<file path="src/rtl/irqarb_pkg.sv">
package irqarb_pkg;
  localparam int PRIO_W  = 4;
  localparam int GROUP_W = 3;

  typedef enum logic [2:0] {
    OP_EN_SET   = 3'd0,
    OP_EN_CLR   = 3'd1,
    OP_PEND_SET = 3'd2,
    OP_PEND_CLR = 3'd3,
    OP_PRIO     = 3'd4,
    OP_GROUP    = 3'd5
  } reg_op_e;

  typedef struct packed {
    logic enSet;
    logic enClr;
    logic pendSet;
    logic pendClr;
    logic prioWr;
    logic grpWr;
    logic enter;
    logic leave;
  } strobe_t;

  // Upper g bits of a priority; g above 4 behaves as 4.
  function automatic logic [PRIO_W-1:0] preemptOf(logic [PRIO_W-1:0] p, logic [GROUP_W-1:0] g);
    case (g)
      3'd0:    return '0;
      3'd1:    return p >> 3;
      3'd2:    return p >> 2;
      3'd3:    return p >> 1;
      default: return p;
    endcase
  endfunction
endpackage

</file>
<file path="src/rtl/irqarb_ctrl.sv">
module irqarb_ctrl
  import irqarb_pkg::*;
(
  input  logic       regWrEn,
  input  logic [2:0] regOp,
  input  logic       ackEnter,
  input  logic       ackExit,
  input  logic       winValid,
  input  logic       stackEmpty,
  output strobe_t    strb
);
  always_comb begin
    strb = '0;
    if (regWrEn) begin
      case (reg_op_e'(regOp))
        OP_EN_SET:   strb.enSet   = 1'b1;
        OP_EN_CLR:   strb.enClr   = 1'b1;
        OP_PEND_SET: strb.pendSet = 1'b1;
        OP_PEND_CLR: strb.pendClr = 1'b1;
        OP_PRIO:     strb.prioWr  = 1'b1;
        OP_GROUP:    strb.grpWr   = 1'b1;
        default:     ;
      endcase
    end
    strb.leave = ackExit && !stackEmpty;
    strb.enter = ackEnter && !ackExit && winValid;
  end
endmodule

</file>
<file path="src/rtl/irqarb_datapath.sv">
module irqarb_datapath
  import irqarb_pkg::*;
#(
  parameter int N = 8
) (
  input  logic                   clk,
  input  logic                   rstN,
  input  strobe_t                strb,
  input  logic [N-1:0]           irqIn,
  input  logic [$clog2(N)-1:0]   regLine,
  input  logic [10:0]            regData,
  output logic                   winValid,
  output logic [$clog2(N)-1:0]   winId,
  output logic                   stackEmpty,
  output logic [N-1:0]           enableOut,
  output logic [N-1:0]           pendOut,
  output logic [N-1:0]           activeOut,
  output logic [GROUP_W-1:0]     groupOut,
  output logic [$clog2(N+1)-1:0] nestDepth
);
  localparam int IW = $clog2(N);
  localparam int DW = $clog2(N+1);

  logic [N-1:0]        enReg, pendReg, actReg;
  logic [PRIO_W-1:0]   prioReg [N];
  logic [GROUP_W-1:0]  grpReg;
  logic [IW-1:0]       stkId   [N];
  logic [PRIO_W-1:0]   stkPrio [N];
  logic [DW-1:0]       depth;
  logic [IW-1:0]       topIdx;
  logic                unusedBits;

  assign unusedBits = ^regData[7:4];
  assign topIdx     = IW'(depth - DW'(1));
  assign stackEmpty = (depth == '0);

  // Winner search over enabled, pending, non-active lines
  logic [N-1:0]      cand;
  logic              found;
  logic [IW-1:0]     bestId;
  logic [PRIO_W-1:0] bestPrio;

  assign cand = enReg & pendReg & ~actReg;

  always_comb begin
    found    = 1'b0;
    bestId   = '0;
    bestPrio = '1;
    for (int i = 0; i < N; i++) begin
      if (cand[i] && (!found || prioReg[i] < bestPrio)) begin
        found    = 1'b1;
        bestId   = IW'(i);
        bestPrio = prioReg[i];
      end
    end
  end

  assign winId    = bestId;
  assign winValid = found && (stackEmpty ||
                    preemptOf(bestPrio, grpReg) < preemptOf(stkPrio[topIdx], grpReg));

  // Per-line state
  for (genvar i = 0; i < N; i++) begin : g_line
    logic hit;
    assign hit = (regLine == IW'(i));
    always_ff @(posedge clk or negedge rstN) begin
      if (!rstN) begin
        enReg[i]   <= 1'b0;
        pendReg[i] <= 1'b0;
        actReg[i]  <= 1'b0;
        prioReg[i] <= '0;
      end else begin
        if (strb.enSet && hit) enReg[i] <= 1'b1;
        if (strb.enClr && hit) enReg[i] <= 1'b0;
        if (strb.prioWr && hit) prioReg[i] <= regData[PRIO_W-1:0];
        if ((strb.enter && bestId == IW'(i)) || (strb.pendClr && hit))
          pendReg[i] <= 1'b0;
        if ((strb.pendSet && hit) || irqIn[i])
          pendReg[i] <= 1'b1;
        if (strb.leave && stkId[topIdx] == IW'(i))
          actReg[i] <= 1'b0;
        else if (strb.enter && bestId == IW'(i))
          actReg[i] <= 1'b1;
      end
    end
  end

  // Nesting stack
  always_ff @(posedge clk or negedge rstN) begin
    if (!rstN) begin
      grpReg <= '0;
      depth  <= '0;
      for (int k = 0; k < N; k++) begin
        stkId[k]   <= '0;
        stkPrio[k] <= '0;
      end
    end else begin
      if (strb.grpWr) grpReg <= regData[10:8];
      if (strb.leave) begin
        depth <= depth - DW'(1);
      end else if (strb.enter) begin
        stkId[IW'(depth)]   <= bestId;
        stkPrio[IW'(depth)] <= bestPrio;
        depth               <= depth + DW'(1);
      end
    end
  end

  assign enableOut = enReg;
  assign pendOut   = pendReg;
  assign activeOut = actReg;
  assign groupOut  = grpReg;
  assign nestDepth = depth;
endmodule

</file>
<file path="src/rtl/irq_prio_arbiter.sv">
module irq_prio_arbiter
  import irqarb_pkg::*;
#(
  parameter int N = 8
) (
  input  logic                   clk,
  input  logic                   rstN,
  input  logic [N-1:0]           irqIn,
  input  logic                   regWrEn,
  input  logic [2:0]             regOp,
  input  logic [$clog2(N)-1:0]   regLine,
  input  logic [10:0]            regData,
  input  logic                   ackEnter,
  input  logic                   ackExit,
  output logic                   winValid,
  output logic [$clog2(N)-1:0]   winId,
  output logic [N-1:0]           enableOut,
  output logic [N-1:0]           pendOut,
  output logic [N-1:0]           activeOut,
  output logic [2:0]             groupOut,
  output logic [$clog2(N+1)-1:0] nestDepth
);
  strobe_t strb;
  logic    stackEmpty;

  irqarb_ctrl u_ctrl (
    .regWrEn    (regWrEn),
    .regOp      (regOp),
    .ackEnter   (ackEnter),
    .ackExit    (ackExit),
    .winValid   (winValid),
    .stackEmpty (stackEmpty),
    .strb       (strb)
  );

  irqarb_datapath #(.N(N)) u_dp (
    .clk        (clk),
    .rstN       (rstN),
    .strb       (strb),
    .irqIn      (irqIn),
    .regLine    (regLine),
    .regData    (regData),
    .winValid   (winValid),
    .winId      (winId),
    .stackEmpty (stackEmpty),
    .enableOut  (enableOut),
    .pendOut    (pendOut),
    .activeOut  (activeOut),
    .groupOut   (groupOut),
    .nestDepth  (nestDepth)
  );
endmodule

</file>
<file path="config.mk">
export PLATFORM = sky130hd
export DESIGN_NAME = irq_prio_arbiter
export DESIGN_NICKNAME = d
export VERILOG_FILES = /design/src/rtl/irqarb_pkg.sv /design/src/rtl/irqarb_ctrl.sv /design/src/rtl/irqarb_datapath.sv /design/src/rtl/irq_prio_arbiter.sv
export SDC_FILE = /design/constraint.sdc
export NUM_CORES = 1
export LEC_CHECK = 0
export BUFFER_PORTS_ARGS = -buffer_cell sky130_fd_sc_hd__clkbuf_2
export CORE_MARGIN = 2
export CORE_UTILIZATION = 60
export CTS_CLUSTER_SIZE = 25
export DETAILED_ROUTE_END_ITERATION = 12
export GPL_TIMING_DRIVEN = 0
export PLACE_DENSITY = 0.8
export SLEW_MARGIN = 10
export SYNTH_ARGS = -nofsm -noshare
export SYNTH_HDL_FRONTEND = slang
export SYNTH_SLANG_ARGS = --single-unit
</file>
<file path="constraint.sdc">
create_clock -name clk -period 19.1 [get_ports clk]
set_input_delay 5.73 -clock clk [delete_from_list [all_inputs] [get_ports clk]]
set_output_delay 5.73 -clock clk [all_outputs]
set_load 0.03 [all_outputs]
</file>
# Yosys cells after proc, flatten, opt, wreduce, memory -nomap -nowiden
# Index checks and enable logic that the tools add are counted.
# word_totals
ff_bits,119
latchBits,0
mem_bits_rw,0
mem_bits_ro,0
input_bits,30
mem_count,0
# op_classes
n_addsub,2
mul,0
div_mod_pow,0
magnitude_cmp,11
eq_ne,29
shift,0
muxes,94
n_bitwise,6
reduce_logical,133
# op_table
op,count
$logic_and 1x1->1,68
$mux 1,63
$mux 4,13
$reduce_bool 2->1,25
$eq 3x3->1 const B,14
$bwmux 32,1
$lt 4x4->1,8
$pmux 4 s4,2
$eq 3x2->1 const B,10
$mux 3,9
$bwmux 24,1
$logic_or 1x1->1,24
$and 8x8->8,2
$eq 3x1->1 const B,5
$logic_not 3->1,5
$bmux 4 s3,1
$demux 4 s3,1
$bmux 3 s3,1
$demux 3 s3,1
$logic_not 1->1,9
$ge 4x4->1 const B,2
$not 3->4,2
$not 8->8,1
$mux 6,1
6 further kinds,6

# Depth between registers and ports, before layout
# Gate-level depths: netlist of the first run.
# logic_depth
word_depth,40
ltp_mapped,72

# Cells and area by module
# Synthesis of the first run repeated with hierarchy kept, for this count alone.
# hier_totals
hier_cells,734
area_unflattened_um2,7368.3
# by_module_without_submodules
module,n_inst,cells_each,area_each_um2,seq_area_each_um2
irqarb_datapath,1,726,7278.2,2977.9
irqarb_ctrl,1,8,90.1,0.0

# Least setup slack after synthesis of the first run
# Ideal clock, no wire load.
# synth_path
kind,reg2out
startpoint,"register u_dp.actReg[0], in the netlist u_dp.activeOut[0]"
endpoint,output winValid
t_arrival_ns,12.494
required_ns,13.370
setup_slack_ns,0.876
stages_incl_launch_ff,68
path_buffers,2
cell_sequence,dfrtp_1 -> nand3b_1 -> nor2_1 -> ha_1 -> nor2b_1 -> a21oi_1 -> o21a_1 -> nand2_2 -> a21oi_1 -> inv_1 -> ha_1 -> and4b_1 -> o21ai_1 -> nand3_1 -> a21oi_1 -> mux2i_1 -> ha_1 -> o311ai_0 -> [32 not listed] -> ha_1 -> a21o_1 -> a21oi_1 -> nand2_1 -> nor2_1 -> nand2_1 -> o41ai_1 -> nor2b_1 -> o32a_4 -> clkbuf_1 -> a22o_1 -> ha_1 -> a21o_1 -> a21o_1 -> a31oi_1 -> a21o_1 -> nor2_1 -> nor2_1
# synth_between
elab_chain_len,35
# synth_rtl
element,line,text
start: declaration,irqarb_datapath.sv:24,"logic [N-1:0] enReg, pendReg, actReg;"
start signal: indexed assignment,irqarb_datapath.sv:70,actReg[i] <= 1'b0;
start signal: indexed assignment,irqarb_datapath.sv:81,actReg[i] <= 1'b0;
start signal: indexed assignment,irqarb_datapath.sv:83,actReg[i] <= 1'b1;
$not 8->8 *,irqarb_datapath.sv:43,assign cand = enReg & pendReg & ~actReg;
$and 8x8->8 *,irqarb_datapath.sv:43,
$mux 4 / $mux 1 (equally long branches),irqarb_datapath.sv:50,if (cand[i] && (!found || prioReg[i] < bestPrio)) begin
$lt 4x4->1 / $logic_not 1->1 (equally long branches),irqarb_datapath.sv:50,
$logic_or 1x1->1,irqarb_datapath.sv:50,
$logic_and 1x1->1,irqarb_datapath.sv:50,
$mux 4 / $mux 1 (equally long branches),irqarb_datapath.sv:50,
$lt 4x4->1 / $logic_not 1->1 (equally long branches),irqarb_datapath.sv:50,
[19 not listed],n/a,
$lt 4x4->1 / $logic_not 1->1 (equally long branches),irqarb_datapath.sv:50,
$logic_or 1x1->1,irqarb_datapath.sv:50,
$logic_and 1x1->1,irqarb_datapath.sv:50,
$mux 4,irqarb_datapath.sv:50,
$pmux 4 s4,irqarb_pkg.sv:27,case (g)
$lt 4x4->1,irqarb_datapath.sv:60,"preemptOf(bestPrio, grpReg) < preemptOf(stkPrio[topIdx], grpReg));"
$logic_or 1x1->1,irqarb_datapath.sv:59,assign winValid = found && (stackEmpty ||
$logic_and 1x1->1 *,irqarb_datapath.sv:59,
end: declaration,irq_prio_arbiter.sv:15,"output logic winValid,"
# Mark *: on every way between the ends. The rest lies on a longest branch, timed or not.

# Final worst setup path of the first run
# Ends and elaborated chain as after synthesis.

==> run_results.csv, run 1 <==
group,metric,value,unit
worst_setup_path,reg2reg_from,"u_dp.activeOut[0]",
place,dpl_cell_area,8175,um2
worst_setup_path,cp_top_family,"compound AO/OA/AOI/OAI gates",
place,dp_hpwl,15270,um
worst_setup_path,crit_start,"u_dp.activeOut[0]",
detailed_routing,viasPerCell,6.413,
clock_tree,clock_sinks,119,
cells_and_area,seqCellArea,2979,um2
yosys,syn_inst,733,
yosys,synth_area_leader_cell,"dfrtp_1",
yosys,synth.area.top_cells,"dfrtp_1, mux2_2, mux2_4",
clock_tree,cts_buffer_depth,2,
cells_and_area,area_growth_syn_to_layout,22.73,%
place,gp_congestion,0.9209,
sta,setup_viol,0,
die,pin_count,65,
yosys,yosysSeqAreaShare,39.06,%
global_routing,grt_max_degree,62,
worst_hold_path,hold_start,"u_dp.stkPrio[6]",
sta,fmax,53.60,MHz
yosys,synth_fp_nets,777,
cells_and_area,design_area,9356,um2
clock_tree,ctsHoldBuffers,0,
cells_and_area,drive_gt1_share,36.05,%
clock_tree,clk-insertion-delay-late,0.41,ns
yosys,synth_edf_count,0,
sta,fin_worst_skew,0.008865,ns
detailed_routing,ant_nets,0,
die,placementRows,41,
power_and_ir_drop,irDropWorstVdd,0.1743,mV
yosys,async_flop_share,100.0,%
worst_setup_path,path_max_fanout,10,
cells_and_area,finalNetCount,893,
detailed_routing,drtIter0Drc,609,
yosys,yosysTopAreaCellShare,39.06,%
clock_tree,cts_made_buffers,17,
detailed_routing,vias,6618,
die,die_w,116.7,um
place,post-place-cells,966,
power_and_ir_drop,leakagePower,4.206,nW
yosys,yosys_warnings,0,
worst_setup_path,max_stage_delay,0.42,ns
sta,finalCritPeriodShare,97.67,%
status,status,"completed",
global_routing,grt_overflow,0,
detailed_routing,wl,21690,um
global_routing,antenna_found_initial,0,
power_and_ir_drop,power.density,209.8,nW/um2
sta,slew_violations,0,
worst_setup_path,cp.buffers_inverters,9,
sta,hold_viol_final,0,
detailed_routing,post_drt_wl_per_cell,21.02,um
clock_tree,tritoncts,"done",
cells_and_area,fillCellCount,887,
worst_setup_path,worstSetupPathType,"reg2out",
cells_and_area,final_util,74.75,%
cells_and_area,diodes,0,
yosys,syn_area_per_cell,10.40,um2
clock_tree,clkTransAtPathRegs,0.05,ns
clock_tree,htreeDepth,4,
worst_hold_path,hold_class,"reg2reg",
sta,slew_headroom,28.94,%
place,port_buffers,60,
yosys,ys_ff_latch,119,
yosys,ys_types,83,
die,die_y,116.7,um
sta,worst_pin_slew,1.053,ns
global_routing,grt_pass1_wl,34220,um
cells_and_area,multi_input_area,4756,um2
yosys,netlist_area,7624,um2
die,coreArea,12520,um2
worst_setup_path,cp-start-kind,"flip-flop",
sta,timing.final.ws_setup,0.4444,ns
global_routing,grt_pass1_vias,6567,
die,die_area,13620,um2
place,dp_slack,-1.527,ns
yosys,synth_ff_type,"dfrtp_1",
clock_tree,cts_root_buf,"clkbuf_16",
sta,finalCriticalPeriod,18.66,ns
worst_setup_path,crit_path_top_delay_cell,"dfrtp_2",
cells_and_area,fin_cells,1032,
worst_setup_path,crit_path_end_kind,"primary output",
sta,fin_tns_setup,0,ns
worst_setup_path,cp.required,13.37,ns
job,maxCapViolCount,0,
detailed_routing,drt_first_pass_iters,8,
detailed_routing,drc,0,
die,initial_core_util,60.91,%
worst_setup_path,crit_arrival,12.93,ns
global_routing,globalRouteTotalUtil,33.04,%
## layout by cell type, fill, tap and decap left out, drive strengths merged, types with 6 or more instances in the layout
cell,n
a211oi,9
nand2,60
o2111ai,6
nor3b,6
inv,26
a2bb2oi,9
nor2b,12
o21ai,53
and2,10
a31oi,7
nand2b,12
mux2,94
clkbuf,96
mux2i,12
mux4,14
o211ai,12
nand3,14
ha,14
or2,7
nor2,49
and3,6
nand3b,10
nand4,6
buf,47
a21oi,41
dfrtp,119
nor3,9
## sequential cells by signal, indices dropped and copies added (netlist names)
name / count
u_dp.activeOut: 8
u_dp.groupOut: 3
u_dp.nestDepth: 4
u_dp.pendOut: 8
u_dp.enableOut: 8
u_dp.stkId: 24
u_dp.stkPrio: 32
u_dp.prioReg: 32
## kinds of logic (layout without fill, tap and decap cells)
logic type               after synthesis  in the layout  synth area share (%)
AO/OA/AOI/OAI                        191            191                 17.71
flip-flops                           119            119                 39.06
adder cells (fa/ha/maj)               18             18                 2.823
XOR/XNOR                               8              8                0.9191
buffers and inverters                 50            177                 2.889
multiplexers                         120            120                 20.68
AND/OR/NAND/NOR                      227            227                 15.92
## power breakdown
group	switching (mW)	internal (mW)	leakage (nW)	total, mW
clock	0.108	0.200	0.278	0.308
sequential	0.0652	0.329	1.51	0.394
combinational	0.727	0.534	2.42	1.26
total	0.900	1.06	4.21	1.96
## path summary, 6_finish.rpt
path,end,slack [ns],cells after the start
max,winValid,0.44,68
min,u_dp.stkPrio[6],0.50,1
max reg2reg,u_dp.stkPrio[19],5.55,69
min reg2reg,u_dp.stkPrio[6],0.50,1
max in group asynchronous,u_dp.prioReg[24],13.16,2
min in group asynchronous,u_dp.stkId[18],5.28,1
## synth_stat cells (4+ instances only)
library cell / n
dfrtp_1: 119
mux2_2: 72
nand2_1: 58
nor2_1: 49
o21ai_0: 45
a21oi_1: 38
inv_1: 25
mux2_4: 22
clkbuf_1: 16
ha_1: 14
mux4_2: 14
nand3_1: 13
mux2i_1: 12
nand2b_1: 12
nor2b_1: 12
and2_1: 10
o211ai_1: 10
a2bb2oi_1: 9
nand3b_1: 9
nor3_1: 8
a211oi_1: 7
a31oi_1: 7
o21ai_1: 7
and3_1: 6
nand4_1: 6
nor3b_1: 6
o2111ai_1: 6
or2_2: 6
a21o_1: 5
a22o_1: 5
and3b_1: 5
xnor2_1: 5
a22oi_1: 4
buf_6: 4
maj3_1: 4
o211a_1: 4
o221ai_1: 4
or3_1: 4
## per-stage QoR
step | total power, mW | hold WS [ns]
5_1_grt | 2.075 | 0.5138
4_1_cts | 1.803 | 0.5058
3_5_place_dp | 1.400 | 0.4883
6_report | 1.963 | 0.4999
3_3_place_gp | 1.366 | 0.4821
2_1_floorplan | 1.139 | 0.4739
## routing by layer
layer  part of all wire, %  track usage (%)  vias up
li1                      -                -     2997
met1                    40            40.78     3274
met2                    51            56.92      285
met3                   5.6            6.539       62
met4                   3.5            13.80        0
met5                     0                0        -
## repair_timing
action,CTS,global route
gates resized for setup,28,43
cloned,0,0
endpoints found under the setup margin,4,4
buffers inserted,14,22
pin swaps,10,23
## final cells by class
class / instances / area share [%]
tap: 172 / 2.300
sequential: 119 / 31.84
buffer: 24 / 1.351
clock inverter: 8 / 1.056
multi-input combinational: 564 / 50.83
timing repair buffer: 97 / 6.512
clock buffer: 22 / 5.068
inverter: 26 / 1.043
No activity file was read; power rests on OpenSTA's default activity.
==> run 2, diff against run 1 <==
BUFFER_PORTS_ARGS = not set   (was -buffer_cell sky130_fd_sc_hd__clkbuf_2)
DONT_BUFFER_PORTS = 1   (was not set)
PLACE_DENSITY = 0.76   (was 0.8)
==> run_results.csv, run 2 (synthesis gave the netlist of run 1 again) <==
group,metric,value,unit
detailed_routing,drt_first_pass_iters,6,
global_routing,globalRouteTotalUtil,32.13,%
detailed_routing,drtIter0Drc,641,
global_routing,grt_max_degree,120,
clock_tree,cts_buffer_depth,2,
cells_and_area,reg.largest.list,"u_dp.prioReg: 32 flops, u_dp.stkPrio: 32 flops, u_dp.stkId: 24 flops",
cells_and_area,finalNetCount,832,
status,status,"completed",
worst_setup_path,crit_path_end_kind,"primary output",
clock_tree,ctsHoldBuffers,0,
die,die_area,13620,um2
global_routing,grt_overflow,0,
global_routing,grt_pass1_vias,6314,
worst_setup_path,cp_common_cell,"inv_1",
worst_setup_path,worstSetupPathType,"reg2out",
sta,slew_headroom,26.35,%
clock_tree,clk-insertion-delay-late,0.42,ns
place,port_buffers,0,
worst_setup_path,reg2reg_slack,5.50,ns
clock_tree,htreeDepth,4,
clock_tree,cts_made_buffers,17,
worst_setup_path,crit_start,"u_dp.activeOut[0]",
job,maxCapViolCount,0,
die,die_y,116.7,um
worst_setup_path,crit_arrival,12.96,ns
place,dp_hpwl,14670,um
sta,finalCriticalPeriod,18.69,ns
cells_and_area,area_growth_syn_to_layout,17.41,%
clock_tree,cts_root_buf,"clkbuf_16",
global_routing,grt_pass1_wl,33290,um
sta,hold_viol_final,0,
detailed_routing,viasPerCell,6.581,
cells_and_area,final_util,71.51,%
place,dpl_cell_area,7839,um2
cells_and_area,diodes,0,
detailed_routing,drc,0,
sta,finalCritPeriodShare,97.88,%
cells_and_area,final_cell_mix,"dfrtp_1, mux2_2, nand2_1, nor2_1, o21ai_0",
power_and_ir_drop,power.density,210.5,nW/um2
die,pin_count,65,
clock_tree,tritoncts,"done",
detailed_routing,ant_nets,0,
worst_setup_path,cp-start-kind,"flip-flop",
power_and_ir_drop,leakagePower,3.914,nW
die,placementRows,41,
power_and_ir_drop,p_total,1.884,mW
die,initial_core_util,60.91,%
worst_setup_path,reg2reg_from,"u_dp.activeOut[0]",
detailed_routing,vias,6403,
detailed_routing,wl,21150,um
cells_and_area,design_area,8951,um2
sta,fin_worst_skew,0.006503,ns
clock_tree,clock_sinks,119,
die,coreArea,12520,um2
worst_setup_path,reg2regPathDepth,68,
sta,worst_pin_slew,1.091,ns
sta,setup_viol,0,
sta,fin_tns_setup,0,ns
sta,slew_violations,0,
cells_and_area,fillCellCount,919,
worst_setup_path,cp.required,13.37,ns
worst_setup_path,path_max_fanout,10,
power_and_ir_drop,irDropWorstVdd,0.1177,mV
worst_setup_path,crit_path_top_delay_cell,"dfrtp_2",
place,gp_congestion,0.9488,
worst_setup_path,max_stage_delay,0.50,ns
detailed_routing,post_drt_wl_per_cell,21.74,um
sta,fmax,53.49,MHz
clock_tree,clkTransAtPathRegs,0.05,ns
global_routing,antenna_found_initial,0,
die,die_w,116.7,um
worst_setup_path,r2r_end,"u_dp.stkId[14]",
cells_and_area,drive_gt1_share,31.34,%
worst_setup_path,critPathCapture,"winValid",
cells_and_area,layout_commonest_cell,"dfrtp_1",
worst_hold_path,hold_class,"reg2reg",
## run 2: how the worst min path moves through the flow
stage / endpoint / from / slack, ns / depth (start not counted)
after floorplan: u_dp.stkId[6] / u_dp.stkId[6] / 0.47 / 1
after global routing: u_dp.stkPrio[17] / u_dp.stkPrio[17] / 0.51 / 1
final: u_dp.stkPrio[12] / u_dp.stkPrio[12] / 0.50 / 1
after global placement: u_dp.stkId[7] / u_dp.stkId[7] / 0.48 / 1
after detailed placement: u_dp.stkPrio[12] / u_dp.stkPrio[12] / 0.49 / 1
after CTS: u_dp.stkPrio[12] / u_dp.stkPrio[12] / 0.50 / 1
## run 2: metrics by stage
| step | instances | hold WS [ns] | worst slack (ns) |
|---|---|---|---|
| 5_1_grt | 973 | 0.5130 | -0.1461 |
| 4_1_cts | 953 | 0.5004 | 0.01975 |
| 3_5_place_dp | 905 | 0.4882 | -1.626 |
| 3_3_place_gp | 905 | 0.4817 | -1.473 |
| 2_1_floorplan | 733 | 0.4739 | 0.8760 |
| 6_report | 973 | 0.4999 | 0.4053 |
## run 2: layer usage
layer  global-route usage [%]  share of wire (%)
met5                        0                  0
met4                    13.57                3.9
met3                    6.487                6.3
met2                    55.18                 50
met1                    39.64                 39
## run 2: area by class of cell
| type | count | area [um2] | share of cell area, % |
|---|---|---|---|
| buffer | 24 | 126.4 | 1.412 |
| clock buffer | 21 | 460.4 | 5.144 |
| clock inverter | 11 | 123.9 | 1.384 |
| inverter | 26 | 97.59 | 1.090 |
| multi-input combinational | 565 | 4683 | 52.32 |
| sequential | 119 | 2982 | 33.31 |
| tap | 172 | 215.2 | 2.404 |
| timing repair buffer | 35 | 262.8 | 2.935 |
## run 2: critical path, delay by kind of cell, from the launching register on
kind                       cells  cell delay [ns]
adders and majority gates      8             2.08
and+or+nand+nor               22             3.18
DFF                            1             0.50
muxes                          4             0.96
AOI/OAI and AO/OA             26             5.05
buffers and inverters          7             0.74
## run 2: where the power goes
group | internal, mW | leakage [nW] | switching, mW | total (mW)
clock | 0.198 | 0.268 | 0.118 | 0.316
sequential | 0.328 | 1.51 | 0.106 | 0.434
combinational | 0.486 | 2.14 | 0.648 | 1.13
## run 2: repair_timing
action                                  4_1_cts  5_1_grt
cloned                                        1        0
buffers inserted                             15       20
endpoints found under the setup margin        4        2
pin swaps                                    10       23
resized for setup                            28       32
==> run 3, diff against run 2 <==
CTS_BUF_LIST = sky130_fd_sc_hd__clkbuf_4 sky130_fd_sc_hd__clkbuf_8   (was not set)
==> run_results.csv, run 3 (synthesis gave the netlist of run 1 again) <==
group,metric,value,unit
status,status,"completed",
worst_setup_path,crit_path_end_kind,"primary output",
detailed_routing,wl,20920,um
clock_tree,cts_root_buf,"clkbuf_8",
cells_and_area,diodes,0,
place,port_buffers,0,
clock_tree,ctsHoldBuffers,0,
global_routing,grt_pass1_vias,6283,
clock_tree,cts_buffer_depth,2,
detailed_routing,viasPerCell,6.549,
power_and_ir_drop,leakagePower,3.829,nW
place,post-place-cells,905,
sta,slew_headroom,26.88,%
clock_tree,htreeDepth,4,
detailed_routing,drtIter0Drc,608,
power_and_ir_drop,seq_power_share,24.1,%
cells_and_area,area_growth_syn_to_layout,14.95,%
cells_and_area,fin_cells,972,
worst_setup_path,max_stage_delay,0.51,ns
sta,setup_viol,0,
sta,finalCritPeriodShare,97.55,%
die,die_w,116.7,um
global_routing,grt_max_degree,120,
detailed_routing,post_drt_wl_per_cell,21.53,um
power_and_ir_drop,internal_power,0.9384,mW
global_routing,grt_pass1_wl,33030,um
cells_and_area,layout_commonest_cell,"dfrtp_1",
clock_tree,cts_made_buffers,17,
global_routing,grt_overflow,0,
sta,finalCriticalPeriod,18.63,ns
sta,slew_violations,0,
clock_tree,clk-insertion-delay-late,0.43,ns
power_and_ir_drop,irDropWorstVdd,0.1156,mV
global_routing,antenna_found_initial,0,
cells_and_area,final_cell_mix,"dfrtp_1, mux2_2, nand2_1, nor2_1, o21ai_0",
worst_setup_path,crit_path_top_delay_cell,"dfrtp_2",
die,die_area,13620,um2
cells_and_area,reg.largest.list,"u_dp.prioReg: 32 flops, u_dp.stkPrio: 32 flops, u_dp.stkId: 24 flops",
worst_setup_path,cp_top_family,"compound AO/OA/AOI/OAI gates",
worst_setup_path,reg2regPathDepth,67,
worst_setup_path,cp_common_cell,"inv_1",
global_routing,globalRouteTotalUtil,31.88,%
power_and_ir_drop,power.clock.fraction,12.8,%
power_and_ir_drop,p_switching,0.8575,mW
worst_setup_path,crit_arrival,12.90,ns
clock_tree,tritoncts,"done",
sta,hold_viol_final,0,
detailed_routing,drt_first_pass_iters,8,
power_and_ir_drop,power_frac_comb,63.1,%
place,gp_congestion,0.9488,
worst_setup_path,cp.required,13.37,ns
power_and_ir_drop,swShare,47.75,%
sta,fmax,53.67,MHz
detailed_routing,vias,6366,
die,placementRows,41,
worst_setup_path,path_max_fanout,10,
die,die_y,116.7,um
worst_setup_path,reg2reg_slack,5.59,ns
worst_setup_path,reg2reg_from,"u_dp.activeOut[0]",
worst_setup_path,cp.depth,66,
sta,worst_pin_slew,1.083,ns
die,pin_count,65,
cells_and_area,finalNetCount,831,
worst_setup_path,crit_start,"u_dp.activeOut[0]",
place,dp_hpwl,14670,um
worst_setup_path,cp.buffers_inverters,7,
sta,fin_tns_setup,0,ns
detailed_routing,drc,0,
worst_hold_path,hold_class,"reg2reg",
power_and_ir_drop,power.density,204.9,nW/um2
worst_setup_path,worstSetupPathType,"reg2out",
worst_setup_path,cp-start-kind,"flip-flop",
cells_and_area,drive_gt1_share,31.62,%
job,maxCapViolCount,0,
clock_tree,clkTransAtPathRegs,0.07,ns
die,initial_core_util,60.91,%
worst_setup_path,r2r_end,"u_dp.stkPrio[16]",
sta,fin_worst_skew,0.005263,ns
detailed_routing,ant_nets,0,
worst_setup_path,critPathCapture,"winValid",
clock_tree,clock_sinks,119,
die,coreArea,12520,um2
run 3: cell types whose count changed in the layout (fill, tap and decap cells not counted), sizes merged:
cell  change
buf       -1
run 3: power by group through the flow:
| stage | clock network, mW | logic [mW] | registers (mW) |
|---|---|---|---|
| floorplan | 0 | 0.729 | 0.409 |
| global placement | 0 | 0.898 | 0.428 |
| detailed placement | 0 | 0.922 | 0.434 |
| CTS | 0.233 | 1.01 | 0.430 |
| global route | 0.244 | 1.21 | 0.442 |
| finish | 0.230 | 1.13 | 0.433 |
run 3: worst min path at each step:
| stage | start | endpoint | slack, ns | cells after the start |
|---|---|---|---|---|
| finish | u_dp.stkId[10] | u_dp.stkId[10] | 0.50 | 1 |
| global route | u_dp.stkPrio[17] | u_dp.stkPrio[17] | 0.52 | 1 |
| CTS | u_dp.stkPrio[12] | u_dp.stkPrio[12] | 0.50 | 1 |
| detailed placement | u_dp.stkPrio[12] | u_dp.stkPrio[12] | 0.49 | 1 |
| global placement | u_dp.stkId[7] | u_dp.stkId[7] | 0.48 | 1 |
| floorplan | u_dp.stkId[6] | u_dp.stkId[6] | 0.47 | 1 |
run 3: cell type report:
cell class,instances,area [um2]
fill,957,3754
inverter,26,97.59
sequential,119,2982
timing repair buffer,34,255.2
tap,172,215.2
buffer,24,126.4
clock buffer,21,276.5
multi-input combinational,565,4687
clock inverter,11,123.9
run 3: metrics by stage:
stage / setup WS (ns) / util, % / hold slack [ns] / cell area, um2 / total power [mW]
after floorplan: 0.8760 / - / 0.4739 / 7624 / 1.139
after global placement: -1.473 / 62.63 / 0.4817 / 7839 / 1.326
after detailed placement: -1.626 / 62.63 / 0.4882 / 7839 / 1.356
after CTS: 0.05197 / 67.65 / 0.5041 / 8468 / 1.678
after global routing: -0.04016 / 70.01 / 0.5182 / 8763 / 1.900
final: 0.4678 / 70.01 / 0.5048 / 8763 / 1.796
run 3: per-layer routing:
layer	vias up	track usage (%)	part of all wire, %
met5	-	0	0
met4	0	13.33	2.9
met1	3175	39.30	40
li1	2893	-	-
met3	44	6.954	6.0
met2	254	54.49	51
run 3: what timing repair did:
| item | in CTS | in global routing |
|---|---|---|
| buffers inserted | 16 | 18 |
| pin swaps | 11 | 21 |
| cloned | 1 | 0 |
| setup endpoints to repair | 4 | 2 |
| gates resized for setup | 28 | 33 |
